<file path="src/rtl/opclass_pkg.sv">
`timescale 1ns/1ps
// opclass_pkg: code encodings and tag values shared by the classifier.
// Assumes: all codes fit in 2 bits; tag values are fixed by the port spec.
package opclass_pkg;

    typedef enum logic [1:0] {
        SV_NORMAL = 2'd0,
        SV_MIN    = 2'd1,
        SV_MAX    = 2'd2,
        SV_ZERO   = 2'd3
    } sv_code_t;

    typedef enum logic [1:0] {
        DV_NORMAL = 2'd0,
        DV_BYZERO = 2'd1,
        DV_OVF    = 2'd2,
        DV_RSVD   = 2'd3
    } div_code_t;

    typedef enum logic [1:0] {
        CM_EQUAL   = 2'd0,
        CM_LARGER  = 2'd1,
        CM_SMALLER = 2'd2,
        CM_RSVD    = 2'd3
    } cmp_code_t;

    typedef enum logic [1:0] {
        SM_IDENT = 2'd0,
        SM_OPPO  = 2'd1,
        SM_NEAR  = 2'd2,
        SM_DIFF  = 2'd3
    } sim_code_t;

    localparam logic [2:0] FMT_REG   = 3'd0;
    localparam logic [2:0] FMT_CREG  = 3'd1;
    localparam logic [2:0] FMT_IMM   = 3'd2;
    localparam logic [2:0] FMT_UPPER = 3'd3;

    localparam logic [1:0] CLS_CMP   = 2'd1;
    localparam logic [1:0] CLS_LOGIC = 2'd2;

    localparam int IMM_W    = 32;
    localparam int IMMLEN_W = 6;

endpackage

</file>
<file path="src/rtl/opclass_special_val.sv">
`timescale 1ns/1ps
// opclass_special_val: combinational special-value code for one operand.
// Checks zero first, then "only MSB set", then "all but MSB set".
// Assumes: W >= 2.
module opclass_special_val
    import opclass_pkg::*;
#(
    parameter int W = 32
) (
    input  logic [W-1:0] value,
    output sv_code_t     code
);

    localparam logic [W-1:0] MIN_PAT = {1'b1, {(W-1){1'b0}}};
    localparam logic [W-1:0] MAX_PAT = {1'b0, {(W-1){1'b1}}};

    // Ordered priority decode of the operand pattern.
    always_comb begin
        if (value == '0)           code = SV_ZERO;
        else if (value == MIN_PAT) code = SV_MIN;
        else if (value == MAX_PAT) code = SV_MAX;
        else                       code = SV_NORMAL;
    end

endmodule

</file>
<file path="src/rtl/opclass_imm_class.sv">
`timescale 1ns/1ps
// opclass_imm_class: special-value code for the immediate, length aware.
// Upper-immediate formats use an unsigned limit; all others use signed limits.
// Assumes: len is 1..IMM_W; zero is always checked first.
module opclass_imm_class
    import opclass_pkg::*;
(
    input  logic [IMM_W-1:0]    imm,
    input  logic [IMMLEN_W-1:0] len,
    input  logic                is_upper,
    output sv_code_t            code
);

    logic [IMM_W:0]   umax_wide;
    logic [IMM_W-1:0] umax;
    logic [IMM_W-1:0] smax;
    logic [IMM_W-1:0] smin;

    // Length-derived limits; the signed minimum is the complement of the maximum.
    always_comb begin
        umax_wide = ({{IMM_W{1'b0}}, 1'b1} << len) - {{IMM_W{1'b0}}, 1'b1};
        umax      = umax_wide[IMM_W-1:0];
        smax      = ({{(IMM_W-1){1'b0}}, 1'b1} << (len - {{(IMMLEN_W-1){1'b0}}, 1'b1}))
                    - {{(IMM_W-1){1'b0}}, 1'b1};
        smin      = ~smax;
    end

    // Ordered decode, selecting the limit set by format.
    always_comb begin
        code = SV_NORMAL;
        if (imm == '0) begin
            code = SV_ZERO;
        end else if (is_upper) begin
            if (imm == umax) code = SV_MAX;
        end else begin
            if (imm == smin)      code = SV_MIN;
            else if (imm == smax) code = SV_MAX;
        end
    end

endmodule

</file>
<file path="src/rtl/opclass_popcount.sv">
`timescale 1ns/1ps
// opclass_popcount: combinational population count as a balanced adder tree.
// Heap-indexed nodes: leaves at N..2N-1 (zero padded), root at node 1.
// Assumes: W >= 1; tree depth is clog2(W) adders.
module opclass_popcount #(
    parameter int W     = 32,
    parameter int CNT_W = $clog2(W + 1)
) (
    input  logic [W-1:0]     bits,
    output logic [CNT_W-1:0] count
);

    localparam int LVL = (W > 1) ? $clog2(W) : 0;
    localparam int N   = 1 << LVL;

    logic [CNT_W-1:0] node [1:2*N-1];

    genvar i;
    generate
        for (i = 0; i < N; i++) begin : g_leaf
            if (i < W) begin : g_bit
                assign node[N+i] = {{(CNT_W-1){1'b0}}, bits[i]};
            end else begin : g_pad
                assign node[N+i] = '0;
            end
        end
        for (i = 1; i < N; i++) begin : g_sum
            assign node[i] = node[2*i] + node[2*i+1];
        end
    endgenerate

    assign count = node[1];

endmodule

</file>
<file path="src/rtl/opclass_pair_class.sv">
`timescale 1ns/1ps
// opclass_pair_class: combinational pair classes.
// Computes the unsigned compare of (a, b), the bit similarity of (a, b) and the
// divide class of (dividend, divisor).
// Assumes: the caller selects b (immediate or source 2) before this block.
module opclass_pair_class
    import opclass_pkg::*;
#(
    parameter int W          = 32,
    parameter int NEAR_LIMIT = 5
) (
    input  logic [W-1:0] a,
    input  logic [W-1:0] b,
    input  logic [W-1:0] dividend,
    input  logic [W-1:0] divisor,
    output cmp_code_t    cmp,
    output sim_code_t    sim,
    output div_code_t    dv
);

    localparam int CNT_W = $clog2(W + 1);
    localparam logic [W-1:0] MOST_NEG = {1'b1, {(W-1){1'b0}}};

    logic [CNT_W-1:0] diff_cnt;

    opclass_popcount #(.W(W), .CNT_W(CNT_W)) i_popcount (
        .bits  (a ^ b),
        .count (diff_cnt)
    );

    // Unsigned three-way compare.
    always_comb begin
        if (a == b)     cmp = CM_EQUAL;
        else if (a < b) cmp = CM_SMALLER;
        else            cmp = CM_LARGER;
    end

    // Similarity class from the count of differing bits.
    always_comb begin
        if (a == b)                           sim = SM_IDENT;
        else if (diff_cnt == CNT_W'(W))       sim = SM_OPPO;
        else if (diff_cnt < CNT_W'(NEAR_LIMIT)) sim = SM_NEAR;
        else                                  sim = SM_DIFF;
    end

    // Divide corner cases: zero divisor, then signed overflow.
    always_comb begin
        if (divisor == '0)                              dv = DV_BYZERO;
        else if (divisor == '1 && dividend == MOST_NEG) dv = DV_OVF;
        else                                            dv = DV_NORMAL;
    end

endmodule

</file>
<file path="src/rtl/opclass_top.sv">
`timescale 1ns/1ps
// opclass_top: registered operand value classifier, one-cycle latency.
// Every output is a register loaded on in_valid. The compare, similarity,
// divide and immediate codes load only on beats that concern them.
// Assumes: synchronous active-low reset; imm_len in 1..32.
module opclass_top
    import opclass_pkg::*;
#(
    parameter int DATA_W     = 32,
    parameter int NEAR_LIMIT = 5
) (
    input  logic              clk,
    input  logic              rst_n,
    input  logic              in_valid,
    input  logic [DATA_W-1:0] rs1_val,
    input  logic [DATA_W-1:0] rs2_val,
    input  logic [DATA_W-1:0] rd_val,
    input  logic [31:0]       imm_val,
    input  logic [5:0]        imm_len,
    input  logic [2:0]        fmt,
    input  logic [1:0]        cls,
    input  logic              is_div,
    output logic              out_valid,
    output logic              rs1_neg,
    output logic              rs2_neg,
    output logic              rd_neg,
    output logic              imm_neg,
    output logic [5:0]        op_sv,
    output logic [1:0]        imm_sv,
    output logic [1:0]        div_code,
    output logic [1:0]        cmp_code,
    output logic [1:0]        sim_code
);

    localparam int NOPS = 3;

    logic [DATA_W-1:0] ops [NOPS];
    sv_code_t          op_code [NOPS];
    sv_code_t          imm_code;
    cmp_code_t         cmp_nxt;
    sim_code_t         sim_nxt;
    div_code_t         div_nxt;
    logic [DATA_W-1:0] opnd_b;
    logic              imm_fmt_reg;

    assign ops[0] = rs1_val;
    assign ops[1] = rs2_val;
    assign ops[2] = rd_val;

    genvar k;
    generate
        for (k = 0; k < NOPS; k++) begin : g_opsv
            opclass_special_val #(.W(DATA_W)) i_sv (
                .value (ops[k]),
                .code  (op_code[k])
            );
        end
    endgenerate

    opclass_imm_class i_imm (
        .imm      (imm_val),
        .len      (imm_len),
        .is_upper (fmt == FMT_UPPER),
        .code     (imm_code)
    );

    // Second operand: immediate for immediate format, else source 2.
    assign opnd_b      = (fmt == FMT_IMM) ? DATA_W'(imm_val) : rs2_val;
    assign imm_fmt_reg = (fmt == FMT_REG) || (fmt == FMT_CREG);

    opclass_pair_class #(.W(DATA_W), .NEAR_LIMIT(NEAR_LIMIT)) i_pair (
        .a        (rs1_val),
        .b        (opnd_b),
        .dividend (rs1_val),
        .divisor  (rs2_val),
        .cmp      (cmp_nxt),
        .sim      (sim_nxt),
        .dv       (div_nxt)
    );

    // Valid pipeline stage.
    always_ff @(posedge clk) begin
        if (!rst_n) out_valid <= 1'b0;
        else        out_valid <= in_valid;
    end

    // Signs and operand codes, loaded on every valid beat.
    always_ff @(posedge clk) begin
        if (!rst_n) begin
            {rs1_neg, rs2_neg, rd_neg, imm_neg} <= '0;
            op_sv <= '0;
        end else if (in_valid) begin
            rs1_neg <= rs1_val[DATA_W-1];
            rs2_neg <= rs2_val[DATA_W-1];
            rd_neg  <= rd_val[DATA_W-1];
            imm_neg <= imm_val[31];
            op_sv   <= {op_code[0], op_code[1], op_code[2]};
        end
    end

    // Immediate code, skipped for register-register formats.
    always_ff @(posedge clk) begin
        if (!rst_n)                         imm_sv <= '0;
        else if (in_valid && !imm_fmt_reg)  imm_sv <= imm_code;
    end

    // Divide code, loaded only for divide instructions.
    always_ff @(posedge clk) begin
        if (!rst_n)                   div_code <= '0;
        else if (in_valid && is_div)  div_code <= div_nxt;
    end

    // Compare and similarity codes, each gated by its class.
    always_ff @(posedge clk) begin
        if (!rst_n) begin
            cmp_code <= '0;
            sim_code <= '0;
        end else if (in_valid) begin
            if (cls == CLS_CMP)   cmp_code <= cmp_nxt;
            if (cls == CLS_LOGIC) sim_code <= sim_nxt;
        end
    end

    // ---------------- assertions ----------------
    p_valid_rise_r1: assert property (@(posedge clk) disable iff (!rst_n)
        in_valid |=> out_valid);
    p_valid_drop_r1: assert property (@(posedge clk) disable iff (!rst_n)
        !in_valid |=> !out_valid);
    p_idle_hold_r1: assert property (@(posedge clk) disable iff (!rst_n)
        !in_valid |=> ($stable(op_sv) && $stable(cmp_code) && $stable(sim_code)));
    p_sign_track_r2: assert property (@(posedge clk) disable iff (!rst_n)
        in_valid |=> (rs1_neg == $past(rs1_val[DATA_W-1]) && imm_neg == $past(imm_val[31])));
    p_imm_reg_hold_r6: assert property (@(posedge clk) disable iff (!rst_n)
        (fmt == FMT_REG || fmt == FMT_CREG) |=> $stable(imm_sv));
    p_div_zero_r7: assert property (@(posedge clk) disable iff (!rst_n)
        (in_valid && is_div && rs2_val == '0) |=> (div_code == 2'd1));
    p_div_hold_r8: assert property (@(posedge clk) disable iff (!rst_n)
        !(in_valid && is_div) |=> $stable(div_code));
    p_cmp_hold_r11: assert property (@(posedge clk) disable iff (!rst_n)
        !(in_valid && cls == CLS_CMP) |=> $stable(cmp_code));
    p_sim_hold_r11: assert property (@(posedge clk) disable iff (!rst_n)
        !(in_valid && cls == CLS_LOGIC) |=> $stable(sim_code));
    p_sim_ident_r10: assert property (@(posedge clk) disable iff (!rst_n)
        (in_valid && cls == CLS_LOGIC && fmt != FMT_IMM && rs1_val == rs2_val)
        |=> (sim_code == 2'd0));

endmodule

</file>
<file path="config.mk">
export PLATFORM = sky130hd
export DESIGN_NAME = opclass_top
export DESIGN_NICKNAME = d
export VERILOG_FILES = /design/src/rtl/opclass_pkg.sv /design/src/rtl/opclass_special_val.sv /design/src/rtl/opclass_imm_class.sv /design/src/rtl/opclass_popcount.sv /design/src/rtl/opclass_pair_class.sv /design/src/rtl/opclass_top.sv
export SDC_FILE = /design/constraint.sdc
export NUM_CORES = 1
export LEC_CHECK = 0
export CAP_MARGIN = 20
export CELL_PAD_IN_SITES_DETAIL_PLACEMENT = 1
export CELL_PAD_IN_SITES_GLOBAL_PLACEMENT = 1
export CORE_ASPECT_RATIO = 0.75
export CORE_MARGIN = 2
export CORE_UTILIZATION = 35
export DETAILED_ROUTE_END_ITERATION = 10
export PLACE_DENSITY_LB_ADDON = 0.1
export SETUP_SLACK_MARGIN = 0.02
export SLEW_MARGIN = 25
export SYNTH_ARGS = -nofsm -noshare
export SYNTH_HDL_FRONTEND = slang
export SYNTH_SLANG_ARGS = --single-unit
</file>
<file path="constraint.sdc">
create_clock -name clk -period 9.1 [get_ports clk]
set_input_delay 1.82 -clock clk [delete_from_list [all_inputs] [get_ports clk]]
set_output_delay 1.82 -clock clk [all_outputs]
set_load 0.02 [all_outputs]
</file>
[Yosys cells after proc, flatten, opt, wreduce, memory -nomap -nowiden]
Cells that the tools add are included.
Word-level totals
  register bits after elaboration: 19
  logic and storage cells: 101
  bits of input ports: 143
Operators by class
  $add $sub $neg: 34
  muxes and demuxes: 22
  bitwise operators: 2
  reduce and logical (&&, ||, !) cells: 12
  eq/ne operators: 17
  $lt $le $gt $ge: 2
  shifts and indexed selects: 2
Operators by type and width (number)
  equality test 32 bit: 4
  equality test 32 bit (second input constant): 4
  logical NOT 32 bit: 4
  equality test 32 x 31 -> 1 bit (second input constant): 3
  adder 6 bit: 15
  left shift 1 x 6 -> 32 bit (first input constant): 2
  subtractor 32 x 1 -> 32 bit (second input constant): 2
  2-to-1 mux 2 bit: 20
  adder 1 x 1 -> 2 bit: 16
  less-than comparator 32 bit: 1
  2-to-1 mux 32 bit: 1
  inverter 32 bit: 1
  XOR 32 bit: 1
  equality test 3 x 2 -> 1 bit (second input constant): 2
  equality test 6 bit (second input constant): 1
  less-than comparator 6 x 3 -> 1 bit (second input constant): 1
  subtractor 6 x 1 -> 6 bit (second input constant): 1
  AND reduction 2 bit: 2
  equality test 3 x 1 -> 1 bit (second input constant): 1
  logical AND 1 bit: 3
  logical NOT 3 bit: 1
  equality test 2 x 1 -> 1 bit (second input constant): 1
  equality test 2 bit (second input constant): 1
  logical NOT 1 bit: 1
  other kinds (2): 2

[Depth between registers and ports, before layout]
  word-level depth: 12
  gate-level depth with buffers: 26

[Cells and area by module]
A second synthesis with hierarchy kept.
Second synthesis, totals
  cells, all modules: 908
  area total of the unflattened synthesis: 6695.2 µm²
By module, submodules not included
  opclass_imm_class: area an instance 2726.4 µm², times used 1, cells an instance 431, seq. area each 0.0 µm²
  opclass_pair_class: area an instance 1212.4 µm², times used 1, cells an instance 186, seq. area each 0.0 µm²
  opclass_top: area an instance 1168.6 µm², times used 1, cells an instance 109, seq. area each 380.4 µm²
  opclass_popcount: area an instance 1073.5 µm², times used 1, cells an instance 113, seq. area each 0.0 µm²
  opclass_special_val: area an instance 171.4 µm², times used 3, cells an instance 23, seq. area each 0.0 µm²

[Worst setup path after synthesis]
Ideal clock, no wire load.
  path type: input -> register
  start point: input fmt[0]
  end point: register sim_code[0]
  required time: 8.985 ns
  path slack: 1.192 ns
  setup time: 0.115 ns
  data arrival time: 7.793 ns
  stages on the path: 26
  cells stage by stage: nor3b_1 clkbuf_1 mux2i_1 ha_1 inv_1 ha_1 inv_1 fa_1 inv_1 fa_1 fa_1 fa_1 inv_1 fa_1 inv_1 ha_1 inv_1 fa_1 nand2b_1 a211oi_1 a21oi_1 nor3_1 a21oi_1 o31ai_1 o21ai_0 and2_1
On the way
  longest elaborated chain between the ends: 12
Ends and longest elaborated chain
  start, declared: RTL line opclass_top.sv:20  | input logic [2:0] fmt,
  equality test 3 x 2 -> 1 bit *: RTL line opclass_top.sv:68  | assign opnd_b = (fmt == FMT_IMM) ? DATA_W'(imm_val) : rs2_val;
  2-to-1 mux 32 bit *: RTL line opclass_top.sv:68
  XOR 32 bit: RTL line opclass_pair_class.sv:27  | .bits (a ^ b),
  adder 1 x 1 -> 2 bit: RTL line opclass_popcount.sv:28  | assign node[i] = node[2*i] + node[2*i+1];
  adder 6 bit (4 in series): RTL line opclass_popcount.sv:28
  less-than comparator 6 x 3 -> 1 bit: RTL line opclass_pair_class.sv:42  | else if (diff_cnt < CNT_W'(NEAR_LIMIT)) sim = SM_NEAR;
  2-to-1 mux 1 bit: RTL line opclass_pair_class.sv:42
  2-to-1 mux 2 bit: RTL line opclass_pair_class.sv:41  | else if (diff_cnt == CNT_W'(W)) sim = SM_OPPO;
  2-to-1 mux 2 bit *: RTL line opclass_pair_class.sv:40  | if (a == b) sim = SM_IDENT;
  end signal, assigned: RTL line opclass_top.sv:120  | if (cls == CLS_LOGIC) sim_code <= sim_nxt;
  end, declared: RTL line opclass_top.sv:32  | output logic [1:0] sim_code
Mark *: on every way between the ends. The rest lies on a longest branch, timed or not.
A chain may end at the register's enable or synchronous reset.

[Final worst setup path]
  start point: input fmt[1]
  end point: register sim_code[0]
Same word-level chain as after synthesis.

==> key figures <==
Final layout
  • Nets: between 1,000 and 1,500
  • Share of cells above drive strength 1: 4.48%
  • # diodes: 0
  • Final instance area: 7830 um^2
  • Synthesis-to-finish area growth: 30.7%

Die
  • CORE AREA: 16,800 um^2
  • Boundary Pins: 162
  • Initial core utilization: 35.7%
  • Die width: 155 um
  • DIE AREA: 18,200 um^2
  • Row cnt: 41
  • Die height: about 120 um

Global routing
  • Global-route wire length before repair: ~42,000 um
  • Largest net degree at the start of global routing: 37
  • Routing usage on met2: 45.4%
  • Gr usage total: 30.4%
  • GR met3 Demand/Resource: 8.84%
  • Initial antenna violation count: 1
  • M1 GR Usage: 43.9%
  • GR Overflow Total: 0
  • Grt peak-use layer: met2
  • Vias in the first global route: a little over 7,000

Run status
  • Status: finished clean

Logic synthesis
  • Mapped Avg Cell Area: roughly 7.4 um^2
  • Ys flop type: dfxtp_1
  • Sequential share of the synthesized area: 6.35%
  • YS warnings: 0
  • Netlist cell types: 76
  • Seq cells post-synth: 19
  • Synth Instances: 806
  • EDFF count, synth: 0
  • FFs w/ async S/R, synth: 0%
  • Cell area after synthesis: 5990 um^2
  • Synthesized net count: roughly 1,000

CTS
  • Clock Tree Buf Depth: 2
  • Latest clock arrival within the worst-skew pair: 0.25 ns
  • Sink Count: 19
  • H-tree depth: 1
  • Hold buffers post-CTS: 0
  • Setup bufs post-CTS: 0
  • CTS Root Cell: clkbuf_16
  • Post-CTS sizing: 0
  • Reg clk slew, reported paths: about 0.060 ns
  • TritonCTS Buffers: 3
  • TritonCTS clock tree: built

Critical path
  • CP delay by family, top: adder cells
  • Worst setup endpoint: sim_code[0]
  • Worst R2R Path Depth: 6
  • Setup CP Type: in -> reg
  • Critical path launch point type: input pin
  • CP max FO: 32
  • Reg-to-reg setup timing slack: 7.40 ns
  • Buffers and inverters on the worst path: 8
  • Slowest-stage cell, CP: fa_1
  • CP Capture Type: flip-flop
  • Reg2Reg Launch Point: imm_sv[1]
  • Crit path arrival time: 8.46 ns
  • Critical path's largest stage delay: 0.56 ns
  • Critical Path Start: fmt[1]
  • WP data required: between 9 and 10 ns
  • Number of cells on the critical path: 27
  • Reg2Reg Capture Point: imm_sv[1]

Timing
  • Final Hold Fails: 0
  • Slew margin rel.: a little under half
  • Setup TNS: 0 ns
  • Tcrit/Tclk final: 91.4%
  • Fin crit period: around 8.3 ns
  • Max frequency: 120 MHz
  • Clock skew: 0 ns
  • Unrepaired setup endpoints after global routing: false
  • Least-Margin Pin Slew: roughly 0.81 ns
  • Pins Over Slew Limit: 0
  • Setup Viol. Count Final: 0

Routing
  • Routed Antenna Nets: 0
  • WL/cell: 24.1 um
  • DRC Markers: 0
  • Vias: 7,022
  • First DRT Iteration DRCs: 575
  • Via-to-Cell Ratio: 6.09
  • Wirelength, routed: 27,800 um
  • DRT Pass-1 Iters: 5

Power
  • P per Cell Area: 219 nW/um^2
  • Static leakage: 3.02 nW
  • IR Drop Worst-Case VDD: 0.376 mV

Placement
  • Routability cong.: between 1 and 1.5
  • HPWL after DPL: 23,400 um
  • Port bufs: between 150 and 200
  • DP Area: 7740 um^2

Flow run
  • # Max-Cap Violations: 0

Min path
  • Worst min path class: reg -> reg
[metrics by stage]
stage	power, W	cells	setup slack (ns)	hold WS [ns]	utilization (%)
5_1_grt	0.00195	1153	0.430	0.501	46.7
2_1_floorplan	0.00118	806	1.19	0.537	-
4_1_cts	0.00170	1153	0.819	0.485	46.6
3_3_place_gp	0.00147	1149	0.833	0.458	46.2
6_report	0.00172	1153	0.782	0.482	46.7
3_5_place_dp	0.00160	1149	0.601	0.472	46.2
[synthesized netlist by cell type, types with 6 or more instances]
master	instances	area [um^2]
ha_1	63	788
mux2i_1	40	400
nand4_1	44	275
nor3_1	28	140
a211oi_1	7	52.6
nor2_1	36	135
inv_1	82	308
fa_1	26	521
nor4_1	44	275
o21ai_0	31	155
and2_1	6	37.5
clkbuf_1	19	71.3
nor2b_1	13	81.3
o22ai_1	6	37.5
xor2_1	18	158
buf_2	12	60.1
dfxtp_1	19	380
nand2b_1	6	37.5
xnor2_1	41	359
nand2_1	58	218
a31oi_1	10	62.6
o31ai_1	11	82.6
a21o_1	6	45.0
a21oi_1	44	220
nand4b_1	6	52.6
nand3_1	28	140
[state kept, by name, summed over array words and instances (netlist names)]
| name | cells |
|---|---|
| op_sv | 6 |
| cmp_code | 2 |
| div_code | 2 |
| imm_sv | 2 |
| sim_code | 2 |
| imm_neg | 1 |
| out_valid | 1 |
| rd_neg | 1 |
| rs1_neg | 1 |
| rs2_neg | 1 |
[cell usage in the layout, fill, tap and decap left out, drive strengths merged, types with 5 or more instances in the layout]
cell             n
fa              26
and2             8
nor4            46
xor2            18
nor2b           13
or3              5
ha              63
nor3            30
o21a             5
or4              6
o21ai           35
nand4           44
inv             83
nand2           58
o31ai           12
nor2            40
a211oi           8
nand4b           6
a21o             6
o22ai            6
a21oi           44
nand3           29
nand2b           6
buf             12
clkdlybuf4s50  161
xnor2           44
dfxtp           19
mux2i           40
a31oi           10
o211ai           5
[cell families (layout without fill, tap and decap cells)]
group,count (synthesis),in the layout,share of synthesized area (%)
simple gates,306,306,28.8
compound gates,159,159,17.2
buf+inv,128,260,9.09
fa+ha+maj,89,89,21.9
xor+xnor,62,62,9.44
mux,43,43,7.25
flops,19,19,6.35
[per-layer routing]
layer,vias to the layer above,share of wire [%]
li1,3207,-
met1,3411,46
met2,364,40
met3,40,12
met4,0,1.7
met5,-,0
[worst min path at each step]
stage                start          end  slack, ns  cells past startpoint
2_1_floorplan  div_code[1]  div_code[1]       0.54                      2
3_3_place_gp   cmp_code[1]  cmp_code[1]       0.46                      2
3_5_place_dp      op_sv[1]     op_sv[1]       0.47                      1
4_1_cts        cmp_code[1]  cmp_code[1]       0.49                      2
5_1_grt        cmp_code[1]  cmp_code[1]       0.50                      2
6_report       cmp_code[1]  cmp_code[1]       0.48                      2
[cell type report]
| cell class | count | area (um^2) |
|---|---|---|
| timing repair buffer | 173 | 1710 |
| clock inverter | 1 | 5.00 |
| sequential | 19 | 380 |
| multi-input combinational | 659 | 5070 |
| clock buffer | 3 | 75.1 |
| tap | 215 | 269 |
| fill | 2037 | 8950 |
| inverter | 83 | 312 |
[worst min-delay path, stage by stage (launching register included)]
cell     delay (ns)
dfxtp_1        0.32
nand2_1        0.05
o22ai_1        0.06
[where the power goes]
group	internal, W	switching (W)
sequential	0.0000872	0.00000225
clock	0.0000590	0.0000345
combinational	0.000666	0.000869
total	0.000813	0.000906
(Power assumes the default switching activity.)
